<file path="config.mk">
export PLATFORM = sky130hd
export DESIGN_NAME = sdram_init_seq
export DESIGN_NICKNAME = d
export VERILOG_FILES = /design/src/rtl/sdram_init_pkg.sv /design/src/rtl/init_step_ctr.sv /design/src/rtl/init_mode_word.sv /design/src/rtl/init_cmd_decode.sv /design/src/rtl/sdram_init_seq.sv
export SDC_FILE = /design/constraint.sdc
export NUM_CORES = 1
export LEC_CHECK = 0
export BUFFER_PORTS_ARGS = -buffer_cell sky130_fd_sc_hd__buf_2
export CAP_MARGIN = 25
export CELL_PAD_IN_SITES_DETAIL_PLACEMENT = 2
export CELL_PAD_IN_SITES_GLOBAL_PLACEMENT = 2
export CORE_ASPECT_RATIO = 1.4
export CORE_MARGIN = 4
export CORE_UTILIZATION = 29
export DETAILED_ROUTE_END_ITERATION = 6
export HOLD_SLACK_MARGIN = 0.03
export PLACE_DENSITY = 0.82
export SYNTH_ARGS = -nofsm -noshare
export SYNTH_HDL_FRONTEND = slang
export SYNTH_SLANG_ARGS = --single-unit
</file>
<file path="constraint.sdc">
create_clock -name clk -period 2 [get_ports clk]
set_input_delay 0.1 -clock clk [delete_from_list [all_inputs] [get_ports clk]]
set_output_delay 0.1 -clock clk [all_outputs]
set_load 0.02 [all_outputs]
</file>
<file path="src/rtl/sdram_init_pkg.sv">
package sdram_init_pkg;
  typedef logic [6:0] cmd_t;
  localparam cmd_t CMD_DESEL = 7'b1111111;
  localparam cmd_t CMD_NOP   = 7'b1010111;
  localparam cmd_t CMD_PRE   = 7'b1010010;
  localparam cmd_t CMD_REF   = 7'b1010001;
  localparam cmd_t CMD_MRS   = 7'b1010000;
  // Steps before the refresh loop: deselect, nop, precharge, nop, nop
  localparam int unsigned REF_FIRST = 5;
  // Commands per refresh pass: ref, nop, ref, nop
  localparam int unsigned PASS_LEN  = 4;
endpackage

</file>
<file path="src/rtl/init_step_ctr.sv">
module init_step_ctr #(
  parameter int unsigned LAST = 69,
  parameter int unsigned SW   = 7
) (
  input  logic          clk,
  input  logic          rst_n,
  input  logic          start,
  output logic          active,
  output logic          done,
  output logic [SW-1:0] step
);
  logic          active_n, done_n;
  logic [SW-1:0] step_n;

  always_comb begin
    active_n = active;
    done_n   = done;
    step_n   = step;
    if (!active && !done && start) begin
      active_n = 1'b1;
      step_n   = '0;
    end else if (active) begin
      if (step == SW'(LAST)) begin
        active_n = 1'b0;
        done_n   = 1'b1;
      end else begin
        step_n = step + 1'b1;
      end
    end
  end

  always_ff @(posedge clk or negedge rst_n) begin
    if (!rst_n) begin
      active <= 1'b0;
      done   <= 1'b0;
      step   <= '0;
    end else begin
      active <= active_n;
      done   <= done_n;
      step   <= step_n;
    end
  end


  step_adv_chk: assert property (@(posedge clk) disable iff (!rst_n)
    (active && step != SW'(LAST)) |=> (active && step == $past(step) + 1'b1));

  busy_ignore_chk: assert property (@(posedge clk) disable iff (!rst_n)
    (active || done) |=> (step != '0 || !active));
endmodule

</file>
<file path="src/rtl/init_mode_word.sv">
module init_mode_word #(
  parameter int unsigned ROW_W = 13
) (
  input  logic             clk,
  input  logic             rst_n,
  input  logic             capture,
  input  logic [2:0]       burst_len,
  input  logic             burst_type,
  input  logic [2:0]       cas_lat,
  output logic [ROW_W-1:0] mode
);
  logic [6:0] fields_q, fields_n;

  always_comb begin
    fields_n = fields_q;
    if (capture) fields_n = {cas_lat, burst_type, burst_len};
  end

  always_ff @(posedge clk or negedge rst_n) begin
    if (!rst_n) fields_q <= '0;
    else        fields_q <= fields_n;
  end

  always_comb begin
    mode      = '0;
    mode[6:0] = fields_q;
    mode[9]   = 1'b1;
  end


  fields_frozen_chk: assert property (@(posedge clk) disable iff (!rst_n)
    !$past(capture) |-> $stable(mode));
endmodule

</file>
<file path="src/rtl/init_cmd_decode.sv">
module init_cmd_decode
  import sdram_init_pkg::*;
#(
  parameter int unsigned ROW_W  = 13,
  parameter int unsigned BANK_W = 2,
  parameter int unsigned AP_BIT = 10,
  parameter int unsigned LAST   = 69,
  parameter int unsigned SW     = 7
) (
  input  logic              active,
  input  logic              done,
  input  logic [SW-1:0]     step,
  input  logic [ROW_W-1:0]  mode,
  output cmd_t              cmd,
  output logic [ROW_W-1:0]  addr,
  output logic [BANK_W-1:0] bank
);
  logic [SW-1:0] loop_idx;

  assign loop_idx = step - SW'(REF_FIRST);

  always_comb begin
    cmd  = CMD_DESEL;
    addr = '0;
    bank = '0;
    if (done) begin
      cmd = CMD_NOP;
    end else if (active) begin
      if (step == '0) begin
        cmd = CMD_DESEL;
      end else if (step == SW'(2)) begin
        cmd          = CMD_PRE;
        addr[AP_BIT] = 1'b1;
      end else if (step < SW'(REF_FIRST)) begin
        cmd = CMD_NOP;
      end else if (step == SW'(LAST)) begin
        cmd  = CMD_MRS;
        addr = mode;
      end else begin
        cmd = loop_idx[0] ? CMD_NOP : CMD_REF;
      end
    end
  end
endmodule

</file>
<file path="src/rtl/sdram_init_seq.sv">
module sdram_init_seq
  import sdram_init_pkg::*;
#(
  parameter int unsigned CKE_W  = 2,
  parameter int unsigned ROW_W  = 13,
  parameter int unsigned BANK_W = 2,
  parameter int unsigned AP_BIT = 10,
  parameter int unsigned PASSES = 16
) (
  input  logic              clk,
  input  logic              rst_n,
  input  logic              start,
  input  logic [2:0]        cfg_burst_len,
  input  logic              cfg_burst_type,
  input  logic [2:0]        cfg_cas_lat,
  output logic [CKE_W-1:0]  cke_o,
  output logic [6:0]        cmd_o,
  output logic [ROW_W-1:0]  addr_o,
  output logic [BANK_W-1:0] bank_o,
  output logic              init_done
);
  localparam int unsigned LAST = REF_FIRST + PASS_LEN * PASSES;
  localparam int unsigned SW   = $clog2(LAST + 1);

  logic             active, done, accept;
  logic [SW-1:0]    step;
  logic [ROW_W-1:0] mode;
  cmd_t             cmd;
  logic             cke_q, cke_n;

  assign accept = start && !active && !done;

  init_step_ctr #(.LAST(LAST), .SW(SW)) u_ctr (
    .clk(clk), .rst_n(rst_n), .start(start),
    .active(active), .done(done), .step(step)
  );

  init_mode_word #(.ROW_W(ROW_W)) u_mode (
    .clk(clk), .rst_n(rst_n), .capture(accept),
    .burst_len(cfg_burst_len), .burst_type(cfg_burst_type),
    .cas_lat(cfg_cas_lat), .mode(mode)
  );

  init_cmd_decode #(.ROW_W(ROW_W), .BANK_W(BANK_W), .AP_BIT(AP_BIT),
                    .LAST(LAST), .SW(SW)) u_dec (
    .active(active), .done(done), .step(step), .mode(mode),
    .cmd(cmd), .addr(addr_o), .bank(bank_o)
  );

  always_comb begin
    cke_n = cke_q;
    if (accept) cke_n = 1'b1;
  end

  always_ff @(posedge clk or negedge rst_n) begin
    if (!rst_n) cke_q <= 1'b0;
    else        cke_q <= cke_n;
  end

  for (genvar g = 0; g < CKE_W; g++) begin : g_cke
    assign cke_o[g] = cke_q;
  end

  assign cmd_o     = cmd;
  assign init_done = done;


  cmd_needs_cke_chk: assert property (@(posedge clk) disable iff (!rst_n)
    (cmd_o != CMD_DESEL) |-> (cke_o == '1));

  cke_hold_chk: assert property (@(posedge clk) disable iff (!rst_n)
    (cke_o == '1) |=> (cke_o == '1));

  pre_all_addr_chk: assert property (@(posedge clk) disable iff (!rst_n)
    (cmd_o == CMD_PRE) |-> (addr_o == (ROW_W'(1) << AP_BIT) && bank_o == '0));

  ref_gap_chk: assert property (@(posedge clk) disable iff (!rst_n)
    (cmd_o == CMD_REF) |=> (cmd_o == CMD_NOP));

  mrs_fields_chk: assert property (@(posedge clk) disable iff (!rst_n)
    (cmd_o == CMD_MRS) |-> (bank_o == '0 && addr_o[9] && addr_o[8:7] == 2'b00));

  done_after_mrs_chk: assert property (@(posedge clk) disable iff (!rst_n)
    (cmd_o == CMD_MRS) |=> (init_done && cmd_o == CMD_NOP));

  done_hold_chk: assert property (@(posedge clk) disable iff (!rst_n)
    init_done |=> (init_done && cmd_o == CMD_NOP));
endmodule

</file>
==> summary.txt, run 1 <==
CTS
  – Clock latency of the later-clocked register in the worst-skew pair: between 0.2 and 0.3 ns
  – Sink count of the clock tree: 17
  – CTS buffer count: 3
  – Largest buffer count on any clock path: 2
  – H-tree levels: 1
  – TritonCTS clock tree: yes
  – Root Driver: clkbuf_8
  – Clock slew at reported path FFs: 0.07 ns

Critical path
  – Critical register-to-register path endpoint: u_ctr.step[0]
  – Longest individual stage delay on the worst path: 0.45 ns
  – Worst endpoint data arrival time: 1.79 ns
  – Worst setup path endpoint: addr_o[2]
  – Launching element type of the critical path: register
  – Setup slack, reg-to-reg: ~0.34 ns
  – Worst-path maximum fanout: 8
  – Number of cells on the worst reg-to-reg path: 4
  – Crit path capture type: output port
  – CP cell instances: or3_4 -> nor3_4 -> and2_1 -> buf_2
  – Library cell contributing the largest single delay on the critical path: or3_4
  – Launching instance or port of the critical path: u_ctr.step[3]
  – Origin of the critical flop-to-flop path: u_ctr.step[3]
  – Endpoint required time on the critical path: 1.90 ns
  – Setup CP Type: register to output port

Yosys
  – Area of the mapped netlist: 1044 µm²
  – Number of warnings reported in the yosys synthesis log: 0
  – Number of distinct library cells after synthesis: 31
  – Sequential area share after synthesis: 40.77%
  – Synth top area cells: dfrtp_1 (41%), buf_4 (7.9%), mux2_2 (7.6%), ha_1 (4.8%), and2_1 (4.2%)
  – Synth Instances: roughly 100
  – Area share of fa/ha/maj cells after synthesis: 4.796%
  – XOR/XNOR Fraction of Synth Area: 0.8393%
  – Synth Register Bits: 17
  – Avg Inst Size Synth: 10.33 µm²
  – Most area-hungry cell type in the Yosys netlist: dfrtp_1
  – Top cell type's share of synthesized area: 40.77%
  – Post-synthesis share of cell area spent on and, or, nand and nor gates: approximately 22%
  – Dominant combinational cell family by area after synthesis: simple AND/OR/NAND/NOR gates
  – Fraction of synthesized area in multiplexers: 10.43%
  – Share of the synthesized area in compound gates (AO/OA/AOI/OAI): 9.712%

Global routing
  – Overall overflow remaining after global route: 0
  – Number of global-route vias before repair: 864
  – Wire length of the first global-routing pass: 4.312 mm
  – Initial antenna violation count: 0
  – Maximum number of pins on one net before global-route repair: 18
  – Global router's overall resource usage: between 10% and 20%

Final layout
  – Most frequent cells in the layout: buf_2 (26), dfrtp_1 (16), conb_1 (8)
  – Antenna Cells: 0
  – Area growth from synthesis to layout: 18.34%
  – Fraction of final layout cells sized beyond drive strength 1: roughly two fifths
  – Non-filler cells, final: about 170
  – Reg area: 426.7 µm²
  – Most common library cell in the layout ignoring fill and taps: buf_2
  – Layout Nets: 143
  – Total of fill cells in the finished design: 386
  – Area of the multi-input gates: 543.0 µm²

Run
  – Max-capacitance violation count: 0

STA
  – Count of final max-slew check failures: 0
  – Total negative slack for setup checks: 0 ns
  – Post-layout min period: 1.888 ns
  – Worst hold slack across all endpoints: 0.07911 ns
  – Headroom to the max-slew limit: 60.69%
  – Final clock period utilization by the worst path: between 90 and 100%
  – Worst Max-Slew Pin Slew: 0.5890 ns
  – Layout Skew: about 0.0030 ns
  – Number of hold violations in the final report: 0
  – FMAX: around 530 MHz
  – Total setup violations reported at the end of the flow: 0

Placement
  – HPWL reported at the end of detailed placement: around 2 mm
  – Last weighted congestion value of the routability-driven placer: 0.7692
  – # placed instances: about 160
  – Buffers added on ports: 26

Die
  – Area of the die: between 4000 and 5000 µm²
  – Die span in y: a little under 80 µm
  – Initial core utilization: between 30% and 40%
  – Boundary pin count: 35
  – Width of the die: 58.70 µm
  – Number of placement rows: 25
  – Area of the core: around 3400 µm²

Power and ir drop
  – Areal power density over the cells: 1564 nW/µm²
  – Share of total power in sequential cells: between 30% and 40%
  – Combinational cell fraction of total power: 49.0%
  – Switching Fraction: approximately 44%
  – Int Power: 0.001081 W
  – Total power consumption of the routed design: 0.001931 W
  – Worst supply voltage drop on vdd: 535.0 µV
  – Net switching power figure: 0.0008504 W
  – Leakage: 0.5846 nW
  – Clock share of power: 13.4%

Route
  – Total met3 wirelength after detailed routing: between 80 and 90 µm
  – Met2 routed wirelength: 1.482 mm
  – Wire length after detailed routing: roughly 2.6 mm
  – Total DRC errors in the routed layout: 0
  – Remaining number of nets flagged by the antenna check after routing: 0
  – Total number of vias: 807
  – Uppermost layer routed: met4
  – Number of iterations in the first detailed-routing pass: 2
  – Number of design-rule violations left by the first detailed-router iteration: 5
  – Detailed-route wire length per cell: between 15 and 20 µm
  – Vias per cell: ~4.8
  – Routed length on met1: between 1 and 1.5 mm

Status
  – Status: complete, no violations

Min path
  – Worst min path class: input port to register
==> how the worst min path moves through the flow <==
stage / depth (start not counted) / from / slack (ns) / endpoint
after detailed placement: 1 / rst_n / 0.05 / u_ctr.active
after global routing: 2 / cfg_burst_type / 0.08 / u_mode.fields_q[3]
after CTS: 2 / cfg_cas_lat[0] / 0.08 / u_mode.fields_q[4]
after floorplan: 0 / rst_n / -0.20 / cke_q
after global placement: 1 / rst_n / 0.05 / u_ctr.step[6]
final: 2 / cfg_cas_lat[0] / 0.08 / u_mode.fields_q[4]
==> state kept, by name (all words and copies together) (netlist names) <==
register         count
cke_q                1
u_ctr.step           7
u_mode.fields_q      7
u_ctr.done           1
u_ctr.active         1
==> power groups by stage <==
stage / logic, W / registers, W / clock network (W)
global placement: 0.000855 / 0.000695 / 0
CTS: 0.000910 / 0.000711 / 0.000266
floorplan: 0.000762 / 0.000643 / 0
global route: 0.00104 / 0.000762 / 0.000281
finish: 0.000945 / 0.000728 / 0.000258
detailed placement: 0.000899 / 0.000713 / 0
==> metal layers <==
| layer | GRT usage, % | vias up |
|---|---|---|
| met4 | 2.721 | 0 |
| met5 | 0 | - |
| met3 | 0.6504 | 2 |
| met2 | 22.82 | 15 |
| li1 | - | 381 |
| met1 | 14.11 | 409 |
==> stage by stage <==
step	cell area [µm²]	utilization (%)	worst slack, ns
finish	1235	36.22	0.1125
global route	1235	36.22	-0.002572
CTS	1209	35.45	0.06132
detailed placement	1149	33.69	0.2745
global placement	1149	33.69	0.3958
floorplan	1066	-	0.3664
==> what timing repair did <==
action | CTS | global route
setup buffers | 0 | 2
gates cloned | 0 | 0
gates resized for setup | 1 | 4
endpoints found under the hold margin | 17 | 0
setup endpoints to repair | 1 | 7
pin swaps | 1 | 2
hold buffers | 1 | 0
==> Yosys cell counts, drive strengths merged <==
cell type / instances
buf: 13
and2: 7
or2b: 1
inv: 2
nor3b: 1
xor2: 1
nor2b: 1
o211ai: 1
nand4: 2
or3: 3
and3: 1
or2: 2
a211o: 1
nor3: 5
ha: 4
nand2b: 2
nand3: 3
mux2: 9
o21ai: 5
a31oi: 1
nor2: 5
conb: 2
nand2: 4
dfrtp: 17
a21o: 1
a21oi: 7
==> logic make-up (layout without fill, tap and decap cells) <==
logic type / after synthesis / in the layout
flops: 17 / 17
mux: 9 / 9
fa+ha+maj: 4 / 4
other cells: 2 / 8
buf+inv: 15 / 36
xor+xnor: 1 / 1
simple gates: 37 / 37
compound gates: 16 / 16
==> critical path, delay by kind of cell (launching register included) <==
family / cells / cell delay (ns)
flip-flops: 1 / 0.43
AND/OR/NAND/NOR: 3 / 0.94
buffers and inverters: 1 / 0.16
==> layout make-up <==
| type | count | area share [%] |
|---|---|---|
| Clock buffer | 4 | 3.647 |
| Tap cell | 40 | 4.053 |
| Timing Repair Buffer | 30 | 13.17 |
| Sequential cell | 17 | 34.55 |
| Multi-Input combinational cell | 75 | 43.97 |
| Inverter | 2 | 0.6079 |
Power figures use the tool's default switching activity.
==> run 2, diff against run 1 <==
==> constraint.sdc (replaced) <==
create_clock -name clk -period 2 [get_ports clk]
set_input_delay 0.4 -clock clk [delete_from_list [all_inputs] [get_ports clk]]
set_output_delay 0.4 -clock clk [all_outputs]
set_load 0.02 [all_outputs]
==> run 2 against run 1 <==
Against the previous run:
- the flow now finishes with violations (setup timing)
- critical path depth rose by 1
- routed wire length is 28% higher
- count of clock-buffer cells in the layout shrank 1
- first-iteration DRC count increased by 80%
- sequential share of layout area shrank 5.2 points
- register-to-register slack better by 0.02 ns
==> summary.txt, run 2 (same netlist as run 1, synthesis figures left out) <==
Final layout
  – Antenna Cells: 0
  – Post-route core utilization: 42.83%
  – Fraction of final layout cells sized beyond drive strength 1: 57.75%
  – Area growth from synthesis to layout: 39.93%
  – Most common library cell in the layout ignoring fill and taps: buf_4
  – Layout Nets: 157
  – Most frequent cells in the layout: buf_4 (18), buf_2 (16), dfrtp_1 (15)
  – Total of fill cells in the finished design: ~380
  – Leading registers by flop count: u_ctr.step x7, u_mode.fields_q x7

STA
  – FMAX: 481.8 MHz
  – Post-layout min period: 2.076 ns
  – Total setup violations reported at the end of the flow: 9
  – Number of hold violations in the final report: 0
  – Setup repair after global routing missed its margin: yes
  – Count of final max-slew check failures: 0
  – Worst Max-Slew Pin Slew: 0.5861 ns
  – Minimum setup slack in the final design: -0.07552 ns
  – Total negative slack for setup checks: -0.5291 ns
  – Final clock period utilization by the worst path: 103.8%
  – Headroom to the max-slew limit: roughly 60%
  – Layout Skew: 0.002733 ns

Power and ir drop
  – Share of total power in sequential cells: 29.5%
  – Leakage: ~0.68 nW
  – Areal power density over the cells: approximately 1600 nW/µm²
  – Combinational cell fraction of total power: 59.0%
  – Clock share of power: 11.5%
  – Int Power: 0.001293 W
  – Worst supply voltage drop on vdd: just under 700 µV
  – Switching Fraction: 43.61%
  – Net switching power figure: between 0.001 and 0.0015 W

Route
  – Number of design-rule violations left by the first detailed-router iteration: 9
  – Number of iterations in the first detailed-routing pass: 3
  – Remaining number of nets flagged by the antenna check after routing: 0
  – Total number of vias: 864
  – Total DRC errors in the routed layout: 0
  – Wire length after detailed routing: 3.383 mm
  – Detailed-route wire length per cell: roughly 19 µm
  – Vias per cell: 4.747

Critical path
  – Setup slack, reg-to-reg: 0.36 ns
  – Critical register-to-register path endpoint: u_ctr.step[6]
  – Number of cells on the worst reg-to-reg path: 6
  – Endpoint required time on the critical path: 1.60 ns
  – Crit path capture type: output port
  – Worst-path maximum fanout: 8
  – Worst endpoint data arrival time: 1.68 ns
  – Launching element type of the critical path: register
  – Origin of the critical flop-to-flop path: u_ctr.step[0]
  – Setup CP Type: register to output port

Die
  – Area of the core: 3410 µm²
  – Initial core utilization: 30.61%
  – Width of the die: 58.70 µm
  – Number of placement rows: 25
  – Die span in y: 78.98 µm
  – Boundary pin count: 35
  – Area of the die: around 4600 µm²

Placement
  – Buffers added on ports: 26
  – Worst setup slack after placement: about 0.05 ns
  – HPWL reported at the end of detailed placement: 2.113 mm
  – Last weighted congestion value of the routability-driven placer: ~0.76

Global routing
  – Global router's overall resource usage: around 15%
  – Number of global-route vias before repair: around 1.0k
  – Wire length of the first global-routing pass: 5.147 mm
  – Initial antenna violation count: 0
  – Overall overflow remaining after global route: 0
  – Maximum number of pins on one net before global-route repair: 18

CTS
  – Clock latency of the later-clocked register in the worst-skew pair: 0.26 ns
  – Clock slew at reported path FFs: 0.07 ns
  – Sink count of the clock tree: 17
  – H-tree levels: 1
  – Root Driver: clkbuf_8
  – TritonCTS clock tree: yes
  – CTS buffer count: 3
  – Total of hold buffers inserted after clock tree synthesis: 0
  – Largest buffer count on any clock path: 2

Run
  – Max-capacitance violation count: 0

Min path
  – Worst min path class: input port to async pin

Status
  – Failing checks: setup timing
  – Status: finished, violations left
## run 2: cell types whose count changed in the layout (fill, tap and decap cells not counted), moves of 2 or more
cell     previous run  this run
buf_2              26        16
and2_4              0         7
o21ai_0             4         2
buf_4               3        18
buf_6               0        10
and2_1              7         0
## run 2: final cells by class
| type | count | area, µm² | share of cell area (%) |
|---|---|---|---|
| clock buffer | 3 | 41.29 | 2.828 |
| clock inverter | 1 | 5.005 | 0.3428 |
| inverter | 2 | 7.507 | 0.5141 |
| multi-input combinational | 75 | 600.6 | 41.13 |
| sequential | 17 | 427.9 | 29.31 |
| tap | 40 | 50.05 | 3.428 |
| timing repair buffer | 44 | 327.8 | 22.45 |
## run 2: power groups by stage
stage	clock network (W)	logic [W]	registers (W)
6_report	0.000263	0.00135	0.000676
5_1_grt	0.000285	0.00148	0.000701
4_1_cts	0.000273	0.00127	0.000654
3_5_place_dp	0	0.00100	0.000671
3_3_place_gp	0	0.000953	0.000649
2_1_floorplan	0	0.000762	0.000643
## run 2: layer usage
metal | routed length, µm | part of all wire, % | up-vias | global-route usage, %
li1 | - | - | 407 | -
met3 | 108 | 3.2 | 8 | 2.276
met2 | 1997 | 59 | 23 | 29.98
met5 | 0 | 0 | - | 0
met1 | 1167 | 34 | 426 | 14.56
met4 | 110 | 3.3 | 0 | 7.483
## run 2: metrics by stage
step / instances / hold WS, ns / instance area [µm²] / power [W]
after global placement: 166 / 0.3472 / 1186 / 0.001603
after CTS: 179 / 0.06030 / 1396 / 0.002195
after global routing: 182 / 0.08097 / 1460 / 0.002468
after detailed placement: 166 / 0.3442 / 1186 / 0.001675
final: 182 / 0.05437 / 1460 / 0.002293
after floorplan: 107 / 0.1044 / 1066 / 0.001405
## run 2: worst max path at each step
stage / startpoint / end / slack, ns / depth (start not counted)
final: u_ctr.step[5] / addr_o[1] / -0.08 / 5
after global routing: u_ctr.step[4] / addr_o[0] / -0.14 / 5
after CTS: u_ctr.step[4] / addr_o[4] / -0.07 / 4
after detailed placement: u_ctr.step[3] / addr_o[1] / 0.05 / 4
after global placement: u_ctr.step[5] / addr_o[5] / 0.09 / 4
after floorplan: u_ctr.step[3] / cmd_o[5] / 0.07 / 4
## run 2: critical path, cell delays in order (launching register included)
cell	delay, ns
dfrtp_2	0.44
or3_4	0.39
nor3_4	0.18
buf_6	0.15
and2_4	0.14
buf_6	0.11
## run 2: what timing repair did
action                     4_1_cts  5_1_grt
pin swaps                        7        5
buffers inserted                 9        3
gates resized for setup         28       16
setup endpoints to repair       14       14
